==> src/rtl/cmd_arb_pkg.sv <==
package cmd_arb_pkg;
  localparam logic [7:0] FIELD_RST = 8'hFF;
  localparam int N_TIMERS = 3;
  // timer slots: 0 = oldest command, 1 = class 1, 2 = class 2
  localparam int T_OLD = 0;
  localparam int T_C1  = 1;
  localparam int T_C2  = 2;
endpackage

==> src/rtl/arb_cfg_regs.sv <==
module arb_cfg_regs #(
  parameter int FIELD_W = 8,
  localparam int REG_W = 4 * FIELD_W
) (
  input  logic                  clk,
  input  logic                  rst,
  input  logic                  reg_wr,
  input  logic [REG_W-1:0]      reg_wdata,
  input  logic                  reg_rd,
  output logic [REG_W-1:0]      reg_rdata,
  output logic [2:0][FIELD_W-1:0] fld_cur,
  output logic [2:0][FIELD_W-1:0] fld_new
);
  import cmd_arb_pkg::*;

  logic [3*FIELD_W-1:0] cfg_q;
  logic unused_rsvd;

  assign unused_rsvd = ^reg_wdata[REG_W-1:3*FIELD_W];

  // field placement: oldest low byte, class 2 middle, class 1 upper
  assign fld_cur[T_OLD] = cfg_q[FIELD_W-1:0];
  assign fld_cur[T_C2]  = cfg_q[2*FIELD_W-1:FIELD_W];
  assign fld_cur[T_C1]  = cfg_q[3*FIELD_W-1:2*FIELD_W];
  assign fld_new[T_OLD] = reg_wdata[FIELD_W-1:0];
  assign fld_new[T_C2]  = reg_wdata[2*FIELD_W-1:FIELD_W];
  assign fld_new[T_C1]  = reg_wdata[3*FIELD_W-1:2*FIELD_W];

  always_ff @(posedge clk) begin
    if (rst) begin
      cfg_q     <= {3{FIELD_W'(FIELD_RST)}};
      reg_rdata <= '0;
    end else begin
      if (reg_wr) cfg_q <= reg_wdata[3*FIELD_W-1:0];
      if (reg_rd) reg_rdata <= {{FIELD_W{1'b0}}, cfg_q};
    end
  end
endmodule

==> src/rtl/arb_raise_timer.sv <==
module arb_raise_timer #(
  parameter int FIELD_W     = 8,
  parameter int PRESCALE_SH = 4,
  parameter logic [FIELD_W-1:0] INIT = '1,
  localparam int CNT_W = FIELD_W + PRESCALE_SH
) (
  input  logic               clk,
  input  logic               rst,
  input  logic [FIELD_W-1:0] setting,
  input  logic [FIELD_W-1:0] new_setting,
  input  logic               load,
  input  logic               eligible,
  input  logic               consume,
  output logic               raise
);
  logic [CNT_W-1:0] cnt_q;
  logic [CNT_W-1:0] reload;

  assign reload = {setting, {PRESCALE_SH{1'b0}}};
  assign raise  = eligible && (cnt_q == '0) && (setting != '0);

  always_ff @(posedge clk) begin
    if (rst) begin
      cnt_q <= {INIT, {PRESCALE_SH{1'b0}}};
    end else if (load) begin
      cnt_q <= {new_setting, {PRESCALE_SH{1'b0}}};
    end else if (!eligible) begin
      cnt_q <= reload;
    end else if (cnt_q == '0) begin
      if (consume) cnt_q <= reload;
    end else begin
      cnt_q <= cnt_q - 1'b1;
    end
  end
endmodule

==> src/rtl/arb_slot_queue.sv <==
module arb_slot_queue #(
  parameter int DEPTH = 8
) (
  input  logic                         clk,
  input  logic                         rst,
  input  logic                         enq_valid,
  input  logic                         enq_cls,
  input  logic [DEPTH-1:0]             release_mask,
  output logic                         enq_ready,
  output logic [DEPTH-1:0]             valid_q,
  output logic [DEPTH-1:0]             cls_q,
  output logic [DEPTH-1:0][DEPTH-1:0]  older_q
);
  logic [DEPTH-1:0] ins_mask;
  logic             take;

  assign enq_ready = ~&valid_q;
  assign take      = enq_valid && enq_ready;

  always_comb begin
    ins_mask = '0;
    for (int i = DEPTH - 1; i >= 0; i--) begin
      if (!valid_q[i]) ins_mask = DEPTH'(1) << i;
    end
  end

  always_ff @(posedge clk) begin
    if (rst) begin
      valid_q <= '0;
      cls_q   <= '0;
      older_q <= '0;
    end else begin
      valid_q <= (valid_q & ~release_mask) | (take ? ins_mask : '0);
      for (int k = 0; k < DEPTH; k++) begin
        if (take && ins_mask[k]) begin
          cls_q[k] <= enq_cls;
          for (int j = 0; j < DEPTH; j++) begin
            older_q[k][j] <= 1'b0;
            if (j != k) older_q[j][k] <= valid_q[j];
          end
        end
      end
    end
  end
endmodule

==> src/rtl/cmd_age_arbiter.sv <==
module cmd_age_arbiter #(
  parameter int DEPTH       = 8,
  parameter int FIELD_W     = 8,
  parameter int PRESCALE_SH = 4,
  localparam int IDX_W = $clog2(DEPTH),
  localparam int REG_W = 4 * FIELD_W
) (
  input  logic             clk,
  input  logic             rst,
  input  logic             enq_valid,
  input  logic             enq_cls,
  output logic             enq_ready,
  input  logic             deq_ready,
  output logic             grant_valid,
  output logic [IDX_W-1:0] grant_idx,
  input  logic             reg_wr,
  input  logic [REG_W-1:0] reg_wdata,
  input  logic             reg_rd,
  output logic [REG_W-1:0] reg_rdata
);
  import cmd_arb_pkg::*;

  logic [2:0][FIELD_W-1:0]     fld_cur;
  logic [2:0][FIELD_W-1:0]     fld_new;
  logic [DEPTH-1:0]            valid_q;
  logic [DEPTH-1:0]            cls_q;
  logic [DEPTH-1:0][DEPTH-1:0] older_q;
  logic [DEPTH-1:0]            mask_c1, mask_c2;
  logic [DEPTH-1:0]            win_mask, release_mask;
  logic [N_TIMERS-1:0]         elig, cons, raise;
  logic                        fire;
  logic [IDX_W-1:0]            win_idx;

  function automatic logic [DEPTH-1:0] pick_oldest(
    input logic [DEPTH-1:0]            m,
    input logic [DEPTH-1:0][DEPTH-1:0] age
  );
    logic [DEPTH-1:0] sel;
    for (int i = 0; i < DEPTH; i++) begin
      logic blocked;
      blocked = 1'b0;
      for (int j = 0; j < DEPTH; j++) begin
        if (m[j] && age[j][i]) blocked = 1'b1;
      end
      sel[i] = m[i] && !blocked;
    end
    return sel;
  endfunction

  arb_cfg_regs #(.FIELD_W(FIELD_W)) u_cfg (
    .clk(clk), .rst(rst), .reg_wr(reg_wr), .reg_wdata(reg_wdata),
    .reg_rd(reg_rd), .reg_rdata(reg_rdata),
    .fld_cur(fld_cur), .fld_new(fld_new)
  );

  arb_slot_queue #(.DEPTH(DEPTH)) u_queue (
    .clk(clk), .rst(rst), .enq_valid(enq_valid), .enq_cls(enq_cls),
    .release_mask(release_mask), .enq_ready(enq_ready),
    .valid_q(valid_q), .cls_q(cls_q), .older_q(older_q)
  );

  assign mask_c1 = valid_q & ~cls_q;
  assign mask_c2 = valid_q & cls_q;
  assign elig[T_OLD] = |valid_q;
  assign elig[T_C1]  = |mask_c1;
  assign elig[T_C2]  = |mask_c2;

  for (genvar g = 0; g < N_TIMERS; g++) begin : g_timer
    arb_raise_timer #(
      .FIELD_W(FIELD_W), .PRESCALE_SH(PRESCALE_SH),
      .INIT(FIELD_W'(FIELD_RST))
    ) u_tmr (
      .clk(clk), .rst(rst), .setting(fld_cur[g]), .new_setting(fld_new[g]),
      .load(reg_wr), .eligible(elig[g]), .consume(cons[g]), .raise(raise[g])
    );
  end

  assign fire = deq_ready && (|valid_q);

  always_comb begin
    cons = '0;
    if (raise[T_OLD]) begin
      win_mask    = pick_oldest(valid_q, older_q);
      cons[T_OLD] = fire;
    end else if (raise[T_C1]) begin
      win_mask    = pick_oldest(mask_c1, older_q);
      cons[T_C1]  = fire;
    end else if (raise[T_C2]) begin
      win_mask    = pick_oldest(mask_c2, older_q);
      cons[T_C2]  = fire;
    end else if (|mask_c1) begin
      win_mask    = pick_oldest(mask_c1, older_q);
    end else begin
      win_mask    = pick_oldest(mask_c2, older_q);
    end
  end

  always_comb begin
    win_idx = '0;
    for (int i = 0; i < DEPTH; i++) begin
      if (win_mask[i]) win_idx = win_idx | IDX_W'(i);
    end
  end

  assign release_mask = fire ? win_mask : '0;

  always_ff @(posedge clk) begin
    if (rst) begin
      grant_valid <= 1'b0;
      grant_idx   <= '0;
    end else begin
      grant_valid <= fire;
      if (fire) grant_idx <= win_idx;
    end
  end
endmodule

==> config.mk <==
export PLATFORM = sky130hd
export DESIGN_NAME = cmd_age_arbiter
export DESIGN_NICKNAME = d
export VERILOG_FILES = /design/src/rtl/cmd_arb_pkg.sv /design/src/rtl/arb_cfg_regs.sv /design/src/rtl/arb_raise_timer.sv /design/src/rtl/arb_slot_queue.sv /design/src/rtl/cmd_age_arbiter.sv
export SDC_FILE = /design/constraint.sdc
export NUM_CORES = 1
export LEC_CHECK = 0
export ABC_CLOCK_PERIOD_IN_PS = 7900
export CAP_MARGIN = 40
export CORE_MARGIN = 3
export CORE_UTILIZATION = 60
export DETAILED_ROUTE_END_ITERATION = 8
export PLACE_DENSITY = 0.83
export REMOVE_ABC_BUFFERS = 1
export SLEW_MARGIN = 20
export SYNTH_ARGS = -nofsm -noshare
export SYNTH_HDL_FRONTEND = slang
export SYNTH_SLANG_ARGS = --single-unit
==> constraint.sdc <==
create_clock -name clk -period 7.9 [get_ports clk]
set_input_delay 1.58 -clock clk [delete_from_list [all_inputs] [get_ports clk]]
set_output_delay 1.58 -clock clk [all_outputs]
set_load 0.02 [all_outputs]
**Word level (Yosys, flattened, before mapping)**

Index checks and enable logic that the tools add are counted.

- $add $sub $neg: 3
- Equal/unequal tests: 6
- Bitwise operators: 9
- Multiplexer cells: 373
- Reductions and logical operators: 313

Operator list:

| operator | count |
|---|---|
| 1-bit two-way mux | 333 |
| 1-bit logical AND | 224 |
| 8-bit two-way mux | 20 |
| 12-bit two-way mux | 12 |
| 2-bit nonzero test | 28 |
| 1-bit logical NOT | 41 |
| 12-bit logical NOT | 3 |
| 12-bit by 1-bit subtractor with 12-bit output, second input constant | 3 |
| 8-bit AND | 3 |
| 8-bit nonzero test | 3 |
| 8-bit OR reduction | 3 |
| 8-bit NOT | 2 |
| 2-bit OR reduction | 7 |
| 3-bit two-way mux | 4 |
| 4-bit inequality test, second input constant | 3 |
| 9-bit two-way mux | 1 |
| 3-bit OR reduction | 3 |
| 8-bit bitwise OR | 1 |
| 8-bit AND reduction | 1 |
| 2-bit two-way mux | 3 |
| 2-bit inequality test, second input constant | 2 |
| 1-bit NOT | 3 |
| 2-bit by 1-bit inequality test with 1-bit output, second input constant | 1 |

- Flip-flop bits (word level): 160
- Bits of input ports: 39
- Output and inout port bits: 37
- Logic and storage cells: 779

**Depth between registers and ports, before layout**

Gate-level depths: netlist of the first run.

- Depth in word-level cells: 27
- Gate-level depth with buffers: 10
- Depth with buffers taken out: 8

**By module**

Synthesis of the first run repeated with hierarchy kept, for this count alone.

- Cell total of the unflattened synthesis: 1094
- Area total of the unflattened synthesis: 9266.4 um^2

By module, submodules not included:

| module | sequential area each (um^2) | cells each | times used | area each (um^2) |
|---|---|---|---|---|
| arb_raise_timer | 240.2 | 115 | 3 | 939.7 |
| arb_slot_queue | 1441.4 | 318 | 1 | 2767.7 |
| arb_cfg_regs | 960.9 | 190 | 1 | 2001.9 |
| cmd_age_arbiter | 80.1 | 241 | 1 | 1677.9 |

**Least setup slack after synthesis of the first run**

OpenSTA, ideal clock, no wires.

- Kind: input port to flip-flop
- Start: input enq_valid
- End: register u_queue.valid_q[5]
- Required time: 7.839 ns
- Buffers on the path: 2
- Cell stages on the path: 5
- Slack: 4.975 ns
- Arrival time: 2.863 ns
- Setup time: 0.061 ns
- Cells stage by stage: clkbuf_1 > nand3_1 > clkbuf_1 > nor3_1 > o221a_1

- Cells in the longest elaborated chain, start to end: 3

RTL lines:

| element | line | RTL |
|---|---|---|
| from (decl) | cmd_age_arbiter.sv:10 | `input logic enq_valid,` |
| 1-bit logical AND | arb_slot_queue.sv:18 | `assign take = enq_valid && enq_ready;` |
| 8-bit two-way mux | arb_slot_queue.sv:33 | `valid_q <= (valid_q & ~release_mask) \| (take ? ins_mask : '0);` |
| 8-bit bitwise OR | arb_slot_queue.sv:33 |  |
| to (signal assigned) | arb_slot_queue.sv:33 |  |
| to (decl) | arb_slot_queue.sv:10 | `output logic [DEPTH-1:0] valid_q,` |

Every way passes these cells.
A chain may end at the register's enable or synchronous reset.

**Worst setup path in the final report of the first run**

- Start: register u_queue.valid_q[5]
- End: output enq_ready

- Cells in the longest elaborated chain, start to end: 2

RTL lines:

| element | line | RTL |
|---|---|---|
| 8-bit AND reduction | arb_slot_queue.sv:17 | `assign enq_ready = ~&valid_q;` |
| 1-bit logical NOT | arb_slot_queue.sv:17 |  |
| to (decl) | cmd_age_arbiter.sv:12 | `output logic enq_ready,` |

Every way passes these cells.

==> impl_metrics.env, run 1 <==
export IMPL_outcome="complete, no violations"
export IMPL_drt_initial_drc_count=1134
export IMPL_grt_max_degree=57
export IMPL_cp_required_ns=6.32
export IMPL_grt_pass1_vias=7333
export IMPL_hold_class="reg2reg"
export IMPL_drive_gt1_share_pct=7.40
export IMPL_cts_buffers=17
export IMPL_dpl_hpwl_microns=14500
export IMPL_cp_end_kind="output pin"
export IMPL_dr_pass1_iters=6
export IMPL_synth_async_reset_ratio_pct=0
export IMPL_slew_violations=0
export IMPL_wl_microns=22800
export IMPL_tightest_slew_ns=0.925
export IMPL_num_rows=41
export IMPL_setup_violations=0
export IMPL_dieWidth_microns=122
export IMPL_syn_to_final_growth_pct=15.1
export IMPL_drcViolationCount=0
export IMPL_numPortBuffers=59
export IMPL_ctsHtreeMaxLevel=4
export IMPL_nNetsFinal=1057
export IMPL_synth_ff_type="dfxtp_1"
export IMPL_max_slew_margin_rel_pct=38.2
export IMPL_cts_resized=0
export IMPL_maxCapViolCount=0
export IMPL_post_cts_buffers=0
export IMPL_yosys_warnings=0
export IMPL_clk_latency_ns=0.44
export IMPL_routabilityCongestion=0.959
export IMPL_coreArea_sq_um=12900
export IMPL_final_period_utilization_pct=48.9
export IMPL_vias=7788
export IMPL_totalPowerFinal_mw=1.92
export IMPL_ctsHoldBuffers=0
export IMPL_drtAntennaViolNets=0
export IMPL_crit_buf_inv=2
export IMPL_syn_area_sq_um=8040
export IMPL_wl_per_cell_microns=19.0
export IMPL_cp_top_family="buffers and inverters"
export IMPL_path_max_fanout=31
export IMPL_worstSetupPathType="reg2out"
export IMPL_cts_tree="built"
export IMPL_start_kind="register"
export IMPL_fin_crit_ns=3.87
export IMPL_setup_tns_ns=0
export IMPL_synth_seq_cells=160
export IMPL_antenna_found_initial=0
export IMPL_worstPathCellList="buf_4, nand4_1, or3_1, clkdlybuf4s50_1"
export IMPL_start_util_pct=62.4
export IMPL_grt_pass1_wl_microns=37100
export IMPL_die_h_microns=122
export IMPL_root_buffer="clkbuf_16"
export IMPL_final_cell_mix="dfxtp_1 (160), nand2_1 (122), nor2_1 (88)"
export IMPL_diodes=0
export IMPL_crit_path_top_delay_cell="clkdlybuf4s50_1"
export IMPL_vdd_ir_drop_worst_uv=183
export IMPL_grt_use_total_pct=31.5
export IMPL_yosys_cell_types_count=80
export IMPL_final_cells=1199
export IMPL_cts_buffer_depth=2
export IMPL_cp_slowest_stage_delay_ns=0.55
export IMPL_cellPowerDensity_nw_per_um2=207
export IMPL_final_common_cell="dfxtp_1"
export IMPL_cts_sinks=160
export IMPL_cts_clk_slew_worst_paths_ns=0.06
export IMPL_max_freq_mhz=259
export IMPL_dieArea_sq_um=14800
export IMPL_synthCells=994
export IMPL_synth_edf_count=0
export IMPL_overflow=0
export IMPL_io_pins=76
export IMPL_p_leak_nw=3.52
export IMPL_synth_seq_area_share_pct=39.9
export IMPL_worst_clock_skew_ns=0.00926
export IMPL_syn_avg_cell_area_sq_um=8.09
export IMPL_vias_per_cell=6.50
export IMPL_rsz0062_at_grt="false"
export IMPL_dpl_cell_count=1166
export IMPL_cp_arrival_ns=2.29
export IMPL_final_hold_viol_count=0
==> logic make-up after synthesis <==
| group | Yosys count | share of synthesized area [%] |
|---|---|---|
| other cells | 1 | 0.0467 |
| simple gates | 379 | 23.4 |
| buf+inv | 117 | 5.92 |
| xor+xnor | 22 | 2.40 |
| flops | 160 | 39.9 |
| fa+ha+maj | 4 | 0.623 |
| mux | 49 | 6.10 |
| compound gates | 262 | 21.7 |
==> cell usage after synthesis, drive strengths merged (8+ instances only) <==
cell type	n	share of area (%)
o221a	11	1.5
or3	8	0.68
clkbuf	63	2.9
nand2b	9	0.70
nor2	89	4.2
nand4	18	1.5
or4	10	0.98
a32oi	15	1.6
a21oi	82	5.1
xor2	12	1.3
mux2i	49	6.1
a22oi	15	1.4
nor4	14	1.4
o21ai	59	3.7
o22ai	8	0.62
nor3	33	2.1
nand2	122	5.7
nand3	41	2.6
dfxtp	160	40
inv	33	1.5
buf	20	1.4
xnor2	10	1.1
==> cell type report <==
class,count,area [sq um]
multi-input combinational,724,4400
inverter,34,128
sequential,160,3200
tap,172,215
fill,999,3630
clock buffer,19,443
clock inverter,13,148
timing repair buffer,77,717
==> stage by stage <==
stage / util, % / instance area, sq um / hold WS, ns / setup slack, ns
final: 71.8 / 9250 / 0.470 / 4.03
after global routing: 71.8 / 9250 / 0.491 / 4.00
after CTS: 71.7 / 9240 / 0.471 / 4.08
after floorplan: - / 7720 / 0.436 / 4.72
after global placement: 67.0 / 8630 / 0.451 / 3.74
after detailed placement: 67.2 / 8650 / 0.457 / 3.88
==> report_power, final <==
group | internal, mW | total (mW) | switching, mW | leakage, nW
sequential | 0.843 | 0.877 | 0.0340 | 1.31
clock | 0.480 | 0.823 | 0.344 | 0.290
combinational | 0.0883 | 0.217 | 0.129 | 1.92
==> path summary, 6_finish.rpt <==
check,end,slack (ns),cells after the start,startpoint
setup / recovery,enq_ready,4.03,4,u_queue.valid_q[5]$_SDFF_PP0_
setup reg to reg,grant_idx[1]$_SDFFE_PP0P_,4.62,8,g_timer[0].u_tmr.cnt_q[0]$_SDFFE_PP0P_
hold reg to reg,g_timer[1].u_tmr.cnt_q[11]$_SDFFE_PP1P_,0.47,1,g_timer[1].u_tmr.cnt_q[11]$_SDFFE_PP1P_
hold / removal,g_timer[1].u_tmr.cnt_q[11]$_SDFFE_PP1P_,0.47,1,g_timer[1].u_tmr.cnt_q[11]$_SDFFE_PP1P_
==> sequential cells by signal, indices dropped and copies added (netlist names) <==
signal,flops
u_queue.valid_q,8
g_timer.u_tmr.cnt_q,36
u_cfg.reg_rdata,24
u_queue.older_q,56
u_queue.cls_q,8
grant_idx,3
u_cfg.cfg_q,24
grant_valid,1
==> metal layers <==
metal,routed length [microns],part of all wire (%),GRT usage [%],vias to the layer above
met5,0,0,0,-
met4,910,4.0,16.0,0
met3,2370,10,6.78,101
met2,10200,44,49.2,503
met1,9400,41,41.2,3549
li1,-,-,-,3635
Power figures use the tool's default switching activity.
==> run 2: changes to the inputs <==
--- a/config.mk
+++ b/config.mk
@@ -5,12 +5,12 @@
 export SDC_FILE = /design/constraint.sdc
 export NUM_CORES = 1
 export LEC_CHECK = 0
-export ABC_CLOCK_PERIOD_IN_PS = 7900
+export ABC_CLOCK_PERIOD_IN_PS = 3350
 export CAP_MARGIN = 40
 export CORE_MARGIN = 3
-export CORE_UTILIZATION = 60
+export CORE_UTILIZATION = 52
 export DETAILED_ROUTE_END_ITERATION = 8
-export PLACE_DENSITY = 0.83
+export PLACE_DENSITY = 0.76
 export REMOVE_ABC_BUFFERS = 1
 export SLEW_MARGIN = 20
 export SYNTH_ARGS = -nofsm -noshare
==> constraint.sdc (replaced) <==
create_clock -name clk -period 3.35 [get_ports clk]
set_input_delay 0.67 -clock clk [delete_from_list [all_inputs] [get_ports clk]]
set_output_delay 0.67 -clock clk [all_outputs]
set_load 0.02 [all_outputs]
==> run 2 against run 1 <==
Net effect: final area up 2.0%; largest power group unchanged; die area is 15% higher; sequential share of layout area fell by 0.68 points.
==> impl_metrics.env, run 2 (synthesized netlist as in run 1, its figures left out) <==
export IMPL_cts_tree="built"
export IMPL_wl_microns=23500
export IMPL_setup_tns_ns=0
export IMPL_ctsHoldBuffers=0
export IMPL_cellPowerDensity_nw_per_um2=477
export IMPL_cts_sinks=160
export IMPL_setup_violations=0
export IMPL_dr_pass1_iters=7
export IMPL_rsz0062_at_grt="false"
export IMPL_nNetsFinal=1081
export IMPL_drtAntennaViolNets=0
export IMPL_cts_buffer_depth=2
export IMPL_clk_latency_ns=0.44
export IMPL_syn_to_final_growth_pct=17.4
export IMPL_drive_gt1_share_pct=9.61
export IMPL_seq_area_sq_um=3200
export IMPL_fillers=1287
export IMPL_reg_top3="u_queue.older_q: 56 flops, g_timer.u_tmr.cnt_q: 36 flops"
export IMPL_tightest_slew_ns=0.877
export IMPL_vias_per_cell=6.30
export IMPL_grt_pass1_wl_microns=37700
export IMPL_cp_end_kind="output pin"
export IMPL_path_max_fanout=16
export IMPL_hold_class="reg2reg"
export IMPL_drt_initial_drc_count=1171
export IMPL_fin_crit_ns=3.07
export IMPL_hold_path_startpoint="g_timer[1].u_tmr.cnt_q[11]$_SDFFE_PP1P_"
export IMPL_cts_resized=0
export IMPL_finalHoldWorstSlack_ns=0.478
export IMPL_multi_input_area_sq_um=4400
export IMPL_ctsHtreeMaxLevel=4
export IMPL_numPortBuffers=59
export IMPL_grt_pass1_vias=7358
export IMPL_cts_buffers=17
export IMPL_outcome="complete, no violations"
export IMPL_io_pins=76
export IMPL_max_freq_mhz=325
export IMPL_vdd_ir_drop_worst_uv=421
export IMPL_num_rows=44
export IMPL_start_kind="register"
export IMPL_routabilityCongestion=0.988
export IMPL_p_leak_nw=3.63
export IMPL_detailedPlace_worstSlack_ns=0.562
export IMPL_overflow=0
export IMPL_wl_per_cell_microns=19.0
export IMPL_final_hold_viol_count=0
export IMPL_final_period_utilization_pct=91.7
export IMPL_vias=7786
export IMPL_dpl_hpwl_microns=15700
export IMPL_antenna_found_initial=0
export IMPL_die_h_microns=130
export IMPL_diodes=0
export IMPL_finalWorstSetupSlack_ns=0.277
export IMPL_final_common_cell="dfxtp_1"
export IMPL_grt_use_total_pct=28.3
export IMPL_worst_clock_skew_ns=0.00902
export IMPL_drcViolationCount=0
export IMPL_cp_required_ns=2.68
export IMPL_start_util_pct=54.3
export IMPL_dieWidth_microns=130
export IMPL_slew_violations=0
export IMPL_crit_start="u_queue.valid_q[3]$_SDFF_PP0_"
export IMPL_largest_reg_flops=56
export IMPL_regMostFlops="u_queue.older_q"
export IMPL_grt_max_degree=59
export IMPL_regToRegStartpoint="g_timer[0].u_tmr.cnt_q[0]$_SDFFE_PP0P_"
export IMPL_dieArea_sq_um=17000
export IMPL_cts_clk_slew_worst_paths_ns=0.07
export IMPL_maxCapViolCount=0
export IMPL_max_slew_margin_rel_pct=41.5
export IMPL_fin_util_pct=63.7
export IMPL_post_cts_buffers=0
export IMPL_worstSetupPathType="reg2out"
export IMPL_root_buffer="clkbuf_16"
export IMPL_cp_arrival_ns=2.40
export IMPL_coreArea_sq_um=14800
export IMPL_final_cell_mix="dfxtp_1 (160), nand2_1 (122), nor2_1 (88)"
==> run 2: path summary, 6_finish.rpt <==
kind	endpoint	slack, ns	cells after the start
max reg2reg	grant_idx[1]$_SDFFE_PP0P_	0.50	9
min reg2reg	g_timer[1].u_tmr.cnt_q[11]$_SDFFE_PP1P_	0.48	1
max	enq_ready	0.28	4
min	g_timer[1].u_tmr.cnt_q[11]$_SDFFE_PP1P_	0.48	1
==> run 2: report_power, final <==
group | internal, mW | leakage [nW] | switching, mW | total (mW)
combinational | 0.219 | 2.04 | 0.298 | 0.517
sequential | 1.99 | 1.31 | 0.0846 | 2.07
clock | 1.01 | 0.277 | 0.898 | 1.91
==> run 2: area by class of cell <==
type / instances / share of cell area, %
Clock buffer: 18 / 4.66
Sequential cell: 160 / 34.0
Clock inverter: 14 / 1.47
Inverter: 34 / 1.35
Tap cell: 184 / 2.44
Timing Repair Buffer: 101 / 9.52
Multi-Input combinational cell: 724 / 46.6
==> run 2: worst max-delay path, stage by stage (launching register included) <==
cell             delay [ns]
dfxtp_1                0.63
buf_4                  0.32
nand2_1                0.09
or3_1                  0.37
clkdlybuf4s50_1        0.55
==> run 2: layer usage <==
layer	up-vias	wire (microns)	track usage (%)	share of wire, %
li1	3681	-	-	-
met1	3566	10000	37.2	43
met2	448	10400	43.8	44
met3	91	2290	7.94	9.8
met4	0	778	11.5	3.3
met5	-	0	0	0
==> run 2: per-stage QoR <==
stage / cells / total power, mW / area (sq um)
floorplan: 918 / 2.39 / 7720
global placement: 1203 / 2.61 / 8850
detailed placement: 1203 / 2.62 / 8850
CTS: 1235 / 4.50 / 9430
global route: 1235 / 4.66 / 9430
finish: 1235 / 4.50 / 9430
==> run 3: changes to the inputs <==
--- a/config.mk
+++ b/config.mk
@@ -10,7 +10,7 @@
 export CORE_MARGIN = 3
 export CORE_UTILIZATION = 52
 export DETAILED_ROUTE_END_ITERATION = 8
-export PLACE_DENSITY = 0.76
+export PLACE_DENSITY = 0.8
 export REMOVE_ABC_BUFFERS = 1
 export SLEW_MARGIN = 20
 export SYNTH_ARGS = -nofsm -noshare
==> run 3 against run 2 <==
Net effect: utilization about the same; final area hardly changed; non-clock buffer count shrank 1; sequential share of layout area is essentially flat; cell count about the same; die area is the same; critical path depth is the same; combinational power hardly changed; global-route usage fell by 0.61 points; first-iteration DRC count decreased by 15%; setup slack barely moved; critical path type unchanged.
==> impl_metrics.env, run 3 (synthesized netlist as in run 1, its figures left out) <==
export IMPL_outcome="complete, no violations"
export IMPL_cts_buffers=17
export IMPL_p_switching_mw=1.27
export IMPL_worst_clock_skew_ns=0.00861
export IMPL_worstPathCellList="buf_4, nand4_1, or3_1, clkdlybuf4s50_1"
export IMPL_cts_sinks=160
export IMPL_numPortBuffers=59
export IMPL_setup_violations=0
export IMPL_final_cell_mix="dfxtp_1 (160), nand2_1 (122), nor2_1 (88)"
export IMPL_clkPwrFrac_pct=42.3
export IMPL_post_cts_buffers=0
export IMPL_p_leak_nw=3.62
export IMPL_grt_pass1_wl_microns=37100
export IMPL_final_hold_viol_count=0
export IMPL_wl_microns=23500
export IMPL_dieArea_sq_um=17000
export IMPL_grt_pass1_vias=7317
export IMPL_slew_violations=0
export IMPL_met3_usage_pct=6.43
export IMPL_syn_to_final_growth_pct=17.3
export IMPL_cp_top_family="buffers and inverters"
export IMPL_final_cells=1234
export IMPL_path_max_fanout=12
export IMPL_start_kind="register"
export IMPL_crit_buf_inv=2
export IMPL_crit_path_top_delay_cell="dfxtp_1"
export IMPL_dpl_cell_count=1202
export IMPL_seq_area_sq_um=3200
export IMPL_vias_per_cell=6.29
export IMPL_reg_top3="u_queue.older_q: 56 flops, g_timer.u_tmr.cnt_q: 36 flops"
export IMPL_reg2reg_depth=8
export IMPL_post_dp_cell_area_sq_um=8850
export IMPL_io_pins=76
export IMPL_final_common_cell="dfxtp_1"
export IMPL_overflow=0
export IMPL_cellPowerDensity_nw_per_um2=476
export IMPL_cp_required_ns=2.68
export IMPL_rsz0062_at_grt="false"
export IMPL_cts_resized=0
export IMPL_r2r_end="g_timer[0].u_tmr.cnt_q[7]$_SDFFE_PP1P_"
export IMPL_cts_tree="built"
export IMPL_grt_max_degree=42
export IMPL_ctsHoldBuffers=0
export IMPL_worstSetupPathType="reg2out"
export IMPL_cp_slowest_stage_delay_ns=0.55
export IMPL_largest_reg_flops=56
export IMPL_ctsHtreeMaxLevel=4
export IMPL_cts_buffer_depth=2
export IMPL_final_area_sq_um=9430
export IMPL_seq_power_share_pct=46.2
export IMPL_maxCapViolCount=0
export IMPL_hold_depth=1
export IMPL_dieWidth_microns=130
export IMPL_max_slew_margin_rel_pct=40.3
export IMPL_wl_per_cell_microns=19.0
export IMPL_p_int_mw=3.22
export IMPL_root_buffer="clkbuf_16"
export IMPL_coreArea_sq_um=14800
export IMPL_dr_pass1_iters=7
export IMPL_combPwrFrac_pct=11.5
export IMPL_num_rows=44
export IMPL_grt_busiest_layer="met2"
export IMPL_regToRegStartpoint="g_timer[0].u_tmr.cnt_q[0]$_SDFFE_PP0P_"
export IMPL_drive_gt1_share_pct=9.52
export IMPL_drt_initial_drc_count=999
export IMPL_start_util_pct=54.3
export IMPL_hold_path_startpoint="g_timer[1].u_tmr.cnt_q[11]$_SDFFE_PP1P_"
export IMPL_final_period_utilization_pct=91.7
export IMPL_drtAntennaViolNets=0
export IMPL_nNetsFinal=1080
export IMPL_multi_input_area_sq_um=4400
export IMPL_vdd_ir_drop_worst_uv=470
export IMPL_grt_use_met1_pct=35.8
export IMPL_regMostFlops="u_queue.older_q"
export IMPL_fillers=1252
export IMPL_swShare_pct=28.4
export IMPL_max_freq_mhz=325
export IMPL_die_h_microns=130
export IMPL_dpl_hpwl_microns=15800
export IMPL_drcViolationCount=0
export IMPL_antenna_found_initial=0
export IMPL_met2_usage_pct=44.3
export IMPL_fin_crit_ns=3.07
export IMPL_routabilityCongestion=0.946
export IMPL_setup_tns_ns=0
export IMPL_grt_use_total_pct=27.7
export IMPL_vias=7765
export IMPL_min_to="g_timer[1].u_tmr.cnt_q[11]$_SDFFE_PP1P_"
export IMPL_cp_arrival_ns=2.40
export IMPL_cts_clk_slew_worst_paths_ns=0.07
export IMPL_hold_class="reg2reg"
export IMPL_diodes=0
export IMPL_regToRegSetupSlack_ns=0.56
export IMPL_clk_latency_ns=0.44
export IMPL_tightest_slew_ns=0.896
export IMPL_cp_end_kind="output pin"
[run 3: cell count changes in the layout (fill, tap and decap cells not counted), sizes merged]
cell    before  now
clkinv       3    2
buf         44   43
inv         42   43
[run 3: area by class of cell]
type | count | area share [%]
repair buffers | 100 | 9.45
flip-flops and latches | 160 | 34.0
clock buffers | 18 | 4.66
multi-input cells | 724 | 46.6
inverters | 34 | 1.35
well taps | 184 | 2.44
clock inverters | 14 | 1.50
[run 3: power groups by stage]
stage / sequential (mW) / combinational, mW / clock, mW
6_report: 2.07 / 0.515 / 1.90
5_1_grt: 2.08 / 0.563 / 1.99
4_1_cts: 2.07 / 0.510 / 1.92
3_5_place_dp: 2.11 / 0.505 / 0
3_3_place_gp: 2.11 / 0.496 / 0
2_1_floorplan: 2.13 / 0.255 / 0
[run 3: per-stage QoR]
stage	hold WS, ns	setup WS, ns	util, %	power [mW]
finish	0.475	0.277	63.7	4.49
floorplan	0.436	0.220	-	2.39
CTS	0.474	0.309	63.7	4.50
global placement	0.447	0.619	59.7	2.61
detailed placement	0.459	0.588	59.7	2.62
global route	0.491	0.201	63.7	4.64
[run 3: metal layers]
metal	up-vias	routed length (microns)
met2	408	10600
met4	0	795
met1	3582	9950
li1	3692	-
met5	-	0
met3	83	2080
[run 3: worst max path at each step]
stage / startpoint / endpoint / slack [ns] / cells after the start
after floorplan: u_queue.valid_q[4]$_SDFF_PP0_ / u_queue.valid_q[6]$_SDFF_PP0_ / 0.22 / 6
after global placement: g_timer[0].u_tmr.cnt_q[0]$_SDFFE_PP0P_ / g_timer[0].u_tmr.cnt_q[7]$_SDFFE_PP1P_ / 0.62 / 8
after detailed placement: g_timer[0].u_tmr.cnt_q[0]$_SDFFE_PP0P_ / g_timer[0].u_tmr.cnt_q[7]$_SDFFE_PP1P_ / 0.59 / 8
after CTS: u_queue.valid_q[3]$_SDFF_PP0_ / enq_ready / 0.31 / 4
after global routing: u_queue.valid_q[3]$_SDFF_PP0_ / enq_ready / 0.20 / 4
final: u_queue.valid_q[6]$_SDFF_PP0_ / enq_ready / 0.28 / 4
